File: src/rtl/mac_grid_pkg.sv
package mac_grid_pkg;
  parameter int unsigned OPW = 8;
  parameter int unsigned PRW = 2 * OPW;
  parameter int unsigned ACW = 32;

  typedef logic signed [OPW-1:0] opnd_t;
  typedef logic signed [PRW-1:0] prod_t;
  typedef logic signed [ACW-1:0] acc_t;

  typedef struct packed {
    logic vld;
    logic first;
    logic last;
  } ctl_t;
endpackage

File: src/rtl/mac_mul_row.sv
module mac_mul_row
  import mac_grid_pkg::*;
#(
  parameter int unsigned PC = 4
) (
  input  logic              clk_i,
  input  logic              rst_ni,
  input  logic [PC*OPW-1:0] act_i,
  input  logic [PC*OPW-1:0] wgt_i,
  output logic [PC*ACW-1:0] prod_o
);
  for (genvar c = 0; c < PC; c++) begin : g_mul
    prod_t p;
    acc_t  p_q;
    assign p = opnd_t'(act_i[c*OPW +: OPW]) * opnd_t'(wgt_i[c*OPW +: OPW]);
    always_ff @(posedge clk_i or negedge rst_ni) begin
      if (!rst_ni) p_q <= '0;
      else         p_q <= acc_t'(p);
    end
    assign prod_o[c*ACW +: ACW] = p_q;
  end
endmodule

File: src/rtl/mac_add_tree.sv
module mac_add_tree #(
  parameter int unsigned N = 4,
  parameter int unsigned W = 32
) (
  input  logic         clk_i,
  input  logic         rst_ni,
  input  logic [N*W-1:0] in_i,
  output logic [W-1:0]   sum_o
);
  localparam int unsigned LVL = $clog2(N);

  // one register per level; N must be a power of two
  for (genvar l = 0; l <= LVL; l++) begin : g_lvl
    localparam int unsigned CNT = N >> l;
    logic [CNT*W-1:0] s;
    if (l == 0) begin : g_leaf
      assign s = in_i;
    end else begin : g_node
      always_ff @(posedge clk_i or negedge rst_ni) begin
        if (!rst_ni) s <= '0;
        else begin
          for (int i = 0; i < CNT; i++)
            s[i*W +: W] <= g_lvl[l-1].s[2*i*W +: W] + g_lvl[l-1].s[(2*i+1)*W +: W];
        end
      end
    end
  end

  assign sum_o = g_lvl[LVL].s;
endmodule

File: src/rtl/mac_acc_unit.sv
module mac_acc_unit
  import mac_grid_pkg::*;
(
  input  logic clk_i,
  input  logic rst_ni,
  input  logic vld_i,
  input  logic first_i,
  input  acc_t add_i,
  output acc_t acc_o
);
  acc_t acc_q;

  always_ff @(posedge clk_i or negedge rst_ni) begin
    if (!rst_ni)    acc_q <= '0;
    else if (vld_i) acc_q <= first_i ? add_i : acc_q + add_i;
  end

  assign acc_o = acc_q;
endmodule

File: src/rtl/mac_grid.sv
module mac_grid
  import mac_grid_pkg::*;
#(
  parameter int unsigned PF = 2,
  parameter int unsigned PV = 2,
  parameter int unsigned PC = 4
) (
  input  logic                 clk_i,
  input  logic                 rst_ni,
  input  logic                 in_valid_i,
  input  logic                 first_i,
  input  logic                 last_i,
  input  logic [PV*PC*OPW-1:0] act_i,
  input  logic [PF*PC*OPW-1:0] wgt_i,
  output logic [PF*PV*ACW-1:0] sum_o,
  output logic                 sum_valid_o
);
  localparam int unsigned LVL   = $clog2(PC);
  localparam int unsigned DEPTH = LVL + 1;

  // control travels beside the product and tree registers
  ctl_t ctl_q [DEPTH];
  ctl_t ctl_acc;

  always_ff @(posedge clk_i or negedge rst_ni) begin
    if (!rst_ni) begin
      for (int j = 0; j < DEPTH; j++) ctl_q[j] <= '0;
    end else begin
      ctl_q[0] <= '{vld: in_valid_i, first: in_valid_i & first_i, last: in_valid_i & last_i};
      for (int j = 1; j < DEPTH; j++) ctl_q[j] <= ctl_q[j-1];
    end
  end

  assign ctl_acc = ctl_q[DEPTH-1];

  always_ff @(posedge clk_i or negedge rst_ni) begin
    if (!rst_ni) sum_valid_o <= 1'b0;
    else         sum_valid_o <= ctl_acc.vld & ctl_acc.last;
  end

  for (genvar f = 0; f < PF; f++) begin : g_flt
    for (genvar v = 0; v < PV; v++) begin : g_pos
      logic [PC*ACW-1:0] prod;
      acc_t              tree_sum;
      acc_t              acc;

      mac_mul_row #(.PC(PC)) u_row (
        .clk_i  (clk_i),
        .rst_ni (rst_ni),
        .act_i  (act_i[v*PC*OPW +: PC*OPW]),
        .wgt_i  (wgt_i[f*PC*OPW +: PC*OPW]),
        .prod_o (prod)
      );

      mac_add_tree #(.N(PC), .W(ACW)) u_tree (
        .clk_i  (clk_i),
        .rst_ni (rst_ni),
        .in_i   (prod),
        .sum_o  (tree_sum)
      );

      mac_acc_unit u_acc (
        .clk_i   (clk_i),
        .rst_ni  (rst_ni),
        .vld_i   (ctl_acc.vld),
        .first_i (ctl_acc.first),
        .add_i   (tree_sum),
        .acc_o   (acc)
      );

      assign sum_o[(f*PV+v)*ACW +: ACW] = acc;
    end
  end
endmodule

File: config.mk
export PLATFORM = sky130hd
export DESIGN_NAME = mac_grid
export DESIGN_NICKNAME = d
export VERILOG_FILES = /design/src/rtl/mac_grid_pkg.sv /design/src/rtl/mac_mul_row.sv /design/src/rtl/mac_add_tree.sv /design/src/rtl/mac_acc_unit.sv /design/src/rtl/mac_grid.sv
export SDC_FILE = /design/constraint.sdc
export NUM_CORES = 2
export LEC_CHECK = 0
export BUFFER_PORTS_ARGS = -buffer_cell sky130_fd_sc_hd__clkbuf_2
export CORE_ASPECT_RATIO = 2
export CORE_UTILIZATION = 50
export DETAILED_ROUTE_END_ITERATION = 12
export PLACE_DENSITY = 0.67
export SLEW_MARGIN = 15
export SYNTH_ARGS = -nofsm -noshare
export SYNTH_HDL_FRONTEND = slang
export SYNTH_SLANG_ARGS = --single-unit
File: constraint.sdc
create_clock -name clk_i -period 3.9 [get_ports clk_i]
set_input_delay 0 -clock clk_i [delete_from_list [all_inputs] [get_ports clk_i]]
set_output_delay 0 -clock clk_i [all_outputs]
set_load 0.005 [all_outputs]
==> key figures <==
Synthesis
  • Async S/R FF share, synth: 1.00
  • EDFF count, synth: 0
  • Syn Nets: 9491
  • Synthesis-stage register bit count: 658
  • Post-synthesis sequential area ratio: 0.227
  • Main flop type after synthesis: dfrtp_1
  • Mapped Area: 0.0724 mm²
  • Avg Cell Area, Syn: 9.43 µm²
  • Mapped Cells: 7678
  • Syn. warnings: 0
  • Number of distinct library cells after synthesis: 79

Setup path
  • Critical Path, Cell by Cell: clkbuf_2 > buf_4 > nand2_1 > fa_1 > inv_1 > fa_1 > fa_1 > inv_1 > fa_1 > inv_1 > ha_1 > and2_1 > o21ai_1 > nand2b_1 > a21o_1 > a21o_1 > a21o_1 > a21oi_2 > xnor2_1
  • Critical Path AT: 4.28 ns
  • Critical path startpoint category: input pin
  • Crit-path leading delay family: adder cells
  • Kind of critical path: input pin to register
  • WP buf/inv: 5
  • Critical path's slowest cell: fa_1
  • CP endpoint kind: register
  • CP max FO: 7
  • Req. time, crit path: 4.46 ns
  • Worst stage delay on the critical path: 0.51 ns
  • Worst path most repeated cell: fa_1

Global route
  • GR peak layer: met2
  • First-pass GRT wire length: 312000 µm
  • Initial antenna violation count: 41
  • Largest net degree at the start of global routing: 131
  • Remaining Overflow, GRT: 0
  • Grt met1 use: 0.283
  • Total GRT Usage: 0.274
  • Vias in the first global route: 59823
  • Met2 Use GR: 0.521
  • M3 GR Usage: 0.0325

Clocking
  • CTS tree: yes
  • Num Clock Sinks: 658
  • Clock root buffer: clkbuf_16
  • Worst-Skew Late Latency: 0.66 ns
  • Clock Path Buffers: 3
  • Worst-path clk slew: 0.07 ns
  • Htree depth: 3
  • Number of CTS-inserted buffers: 68

Placement
  • Post-Place Cell Area: 0.0815 mm²
  • Port Buffer Count: 261
  • Dpl cells: 10344
  • Detailed Place HPWL: 165000 µm
  • Final RePlAce weighted congestion: 0.991

Timing
  • Min Hold Slack: 0.0280 ns
  • Slew margin rel.: 0.225
  • FMAX: 268 MHz
  • Final Max Slew Viols: 0
  • Endpoints failing setup: 0
  • Fin Clk Skew: 0.0289 ns
  • Hold Violations, Final: 0
  • Final Critical Period: 3.73 ns
  • Post-route clock period utilization: 0.956
  • Worst-margin pin slew: 1.15 ns

Power
  • Leakage: 43.1 nW
  • Worst VDD drop: 0.555 mV
  • Pwr dens: 872 mW/mm²

Die
  • Die ar.: 0.146 mm²
  • Std-Cell Rows: 197
  • IO Pins: 262
  • Die height: 540 µm
  • Initial Util: 0.503
  • Die Width: 271 µm
  • Core footprint: 0.144 mm²

Hold path
  • HP Class: input pin to async pin

Layout
  • Area grow syn2layout: 16.4%
  • Most frequent cells in the layout: 1477 x inv_1, 893 x fa_1, 767 x ha_1
  • Finished Core Util: 0.586
  • Final Cell Area: 0.0843 mm²
  • Fraction of layout cells with a size suffix above 1: 0.147
  • Fin cells: 10521
  • Commonest non-fill, non-tap cell in the layout: inv_1
  • Fin nets: 10371

Detailed routing
  • Vias post-DR: 54565
  • Via density: 5.19
  • DRC: 0
  • DRT antenna net count: 0
  • Post-Route WL: 195000 µm
  • Iteration-0 DRC Markers: 2276
  • First-pass iteration count of the detailed router: 6
  • Routed wire per std cell: 18.5 µm

Run
  • Maxcap violations: 0

Outcome
  • Status: finished, final reports clean
## cell usage after synthesis (36+ instances only)
cell / count / share of area
fa_1: 896 / 0.25
o21bai_1: 39 / 0.0040
a21o_1: 144 / 0.015
ha_1: 784 / 0.14
xnor2_1: 373 / 0.045
dfrtp_1: 658 / 0.23
nor2b_1: 123 / 0.011
nand2_1: 424 / 0.022
o21ai_0: 239 / 0.017
nand2b_1: 81 / 0.0070
a21boi_0: 36 / 0.0037
and2_1: 692 / 0.060
clkbuf_1: 195 / 0.010
xor2_1: 103 / 0.012
a31oi_1: 47 / 0.0041
a21oi_1: 391 / 0.027
inv_1: 1497 / 0.078
o21a_1: 46 / 0.0048
nand3_1: 56 / 0.0039
nor2_1: 430 / 0.022
nor3_1: 90 / 0.0062
## flip-flops by register name, summed over array words and instances, names as in the netlist
name	count
g_flt.g_pos.u_row.g_mul.p_q	256
ctl_acc	3
g_flt.g_pos.u_tree.g_lvl.s	136
ctl_q	6
sum_valid_o	1
g_flt.g_pos.u_tree.sum_o	128
g_flt.g_pos.u_acc.acc_o	128
## path summary, 6_finish.rpt
| path | to | startpoint | cells after the start | slack (ns) |
|---|---|---|---|---|
| max reg2reg | g_flt[0].g_pos[0].u_acc.acc_o[30]$_DFFE_PN0P_ | g_flt[0].g_pos[0].u_acc.acc_o[1]$_DFFE_PN0P_ | 13 | 0.29 |
| min in group clk_i | ctl_q[8]$_DFF_PN0_ | in_valid_i | 2 | 0.04 |
| min reg2reg | ctl_acc[1]$_DFF_PN0_ | ctl_q[4]$_DFF_PN0_ | 0 | 0.35 |
| min | g_flt[0].g_pos[1].u_row.g_mul[1].p_q[13]$_DFF_PN0_ | rst_ni | 3 | 0.03 |
| max | g_flt[0].g_pos[1].u_row.g_mul[2].p_q[14]$_DFF_PN0_ | wgt_i[19] | 19 | 0.17 |
| max in group asynchronous | ctl_acc[2]$_DFF_PN0_ | rst_ni | 3 | 3.03 |
## cell type report
class / count / area, µm²
well taps: 1890 / 2360
fillers: 12715 / 59700
repair buffers: 1017 / 7480
clock inverters: 31 / 315
multi-input cells: 5316 / 50100
flip-flops and latches: 658 / 16500
inverters: 1497 / 5620
diodes: 23 / 57.6
clock buffers: 89 / 1870
## cell families after synthesis
kind of cell    count (synthesis)  synth area share
simple gates                 1990             0.141
mux                            40           0.00586
buf+inv                      1704            0.0883
compound gates               1130            0.0974
flops                         658             0.227
fa+ha+maj                    1680             0.383
xor+xnor                      476            0.0576
## worst min-delay path: stages
cell and delay (ns):
dlygate4sd3_1 0.56, buf_8 0.22, buf_12 0.33
## metal layers
metal,wire length [µm],vias to the layer above
met5,188,-
met4,13400,30
met3,6780,485
met2,105000,1103
met1,69300,27084
li1,-,25863
## through the flow
| step | TNS (ns) | setup slack, ns | total power [mW] |
|---|---|---|---|
| after floorplan | -0.225 | -0.0744 | 47.5 |
| after global placement | -18.36 | -0.417 | 65.3 |
| after detailed placement | -23.11 | -0.509 | 66.6 |
| after CTS | 0 | 0.0355 | 73.7 |
| after global routing | -0.0503 | -0.0274 | 80.3 |
| final | 0 | 0.173 | 73.5 |
## power by group
part | switching (mW) | internal, mW | leakage, nW
sequential | 2.22 | 10.7 | 7.75
combinational | 29.8 | 24.3 | 34.3
clock | 2.98 | 3.58 | 1.07
## what timing repair did
item                                    in CTS  in global routing
buffers inserted                             0                  1
hold endpoints to repair                   478                  0
endpoints found under the setup margin       0                 39
hold buffers                                33                  0
resized for setup                            0                 45
Power figures use the tool's default switching activity.
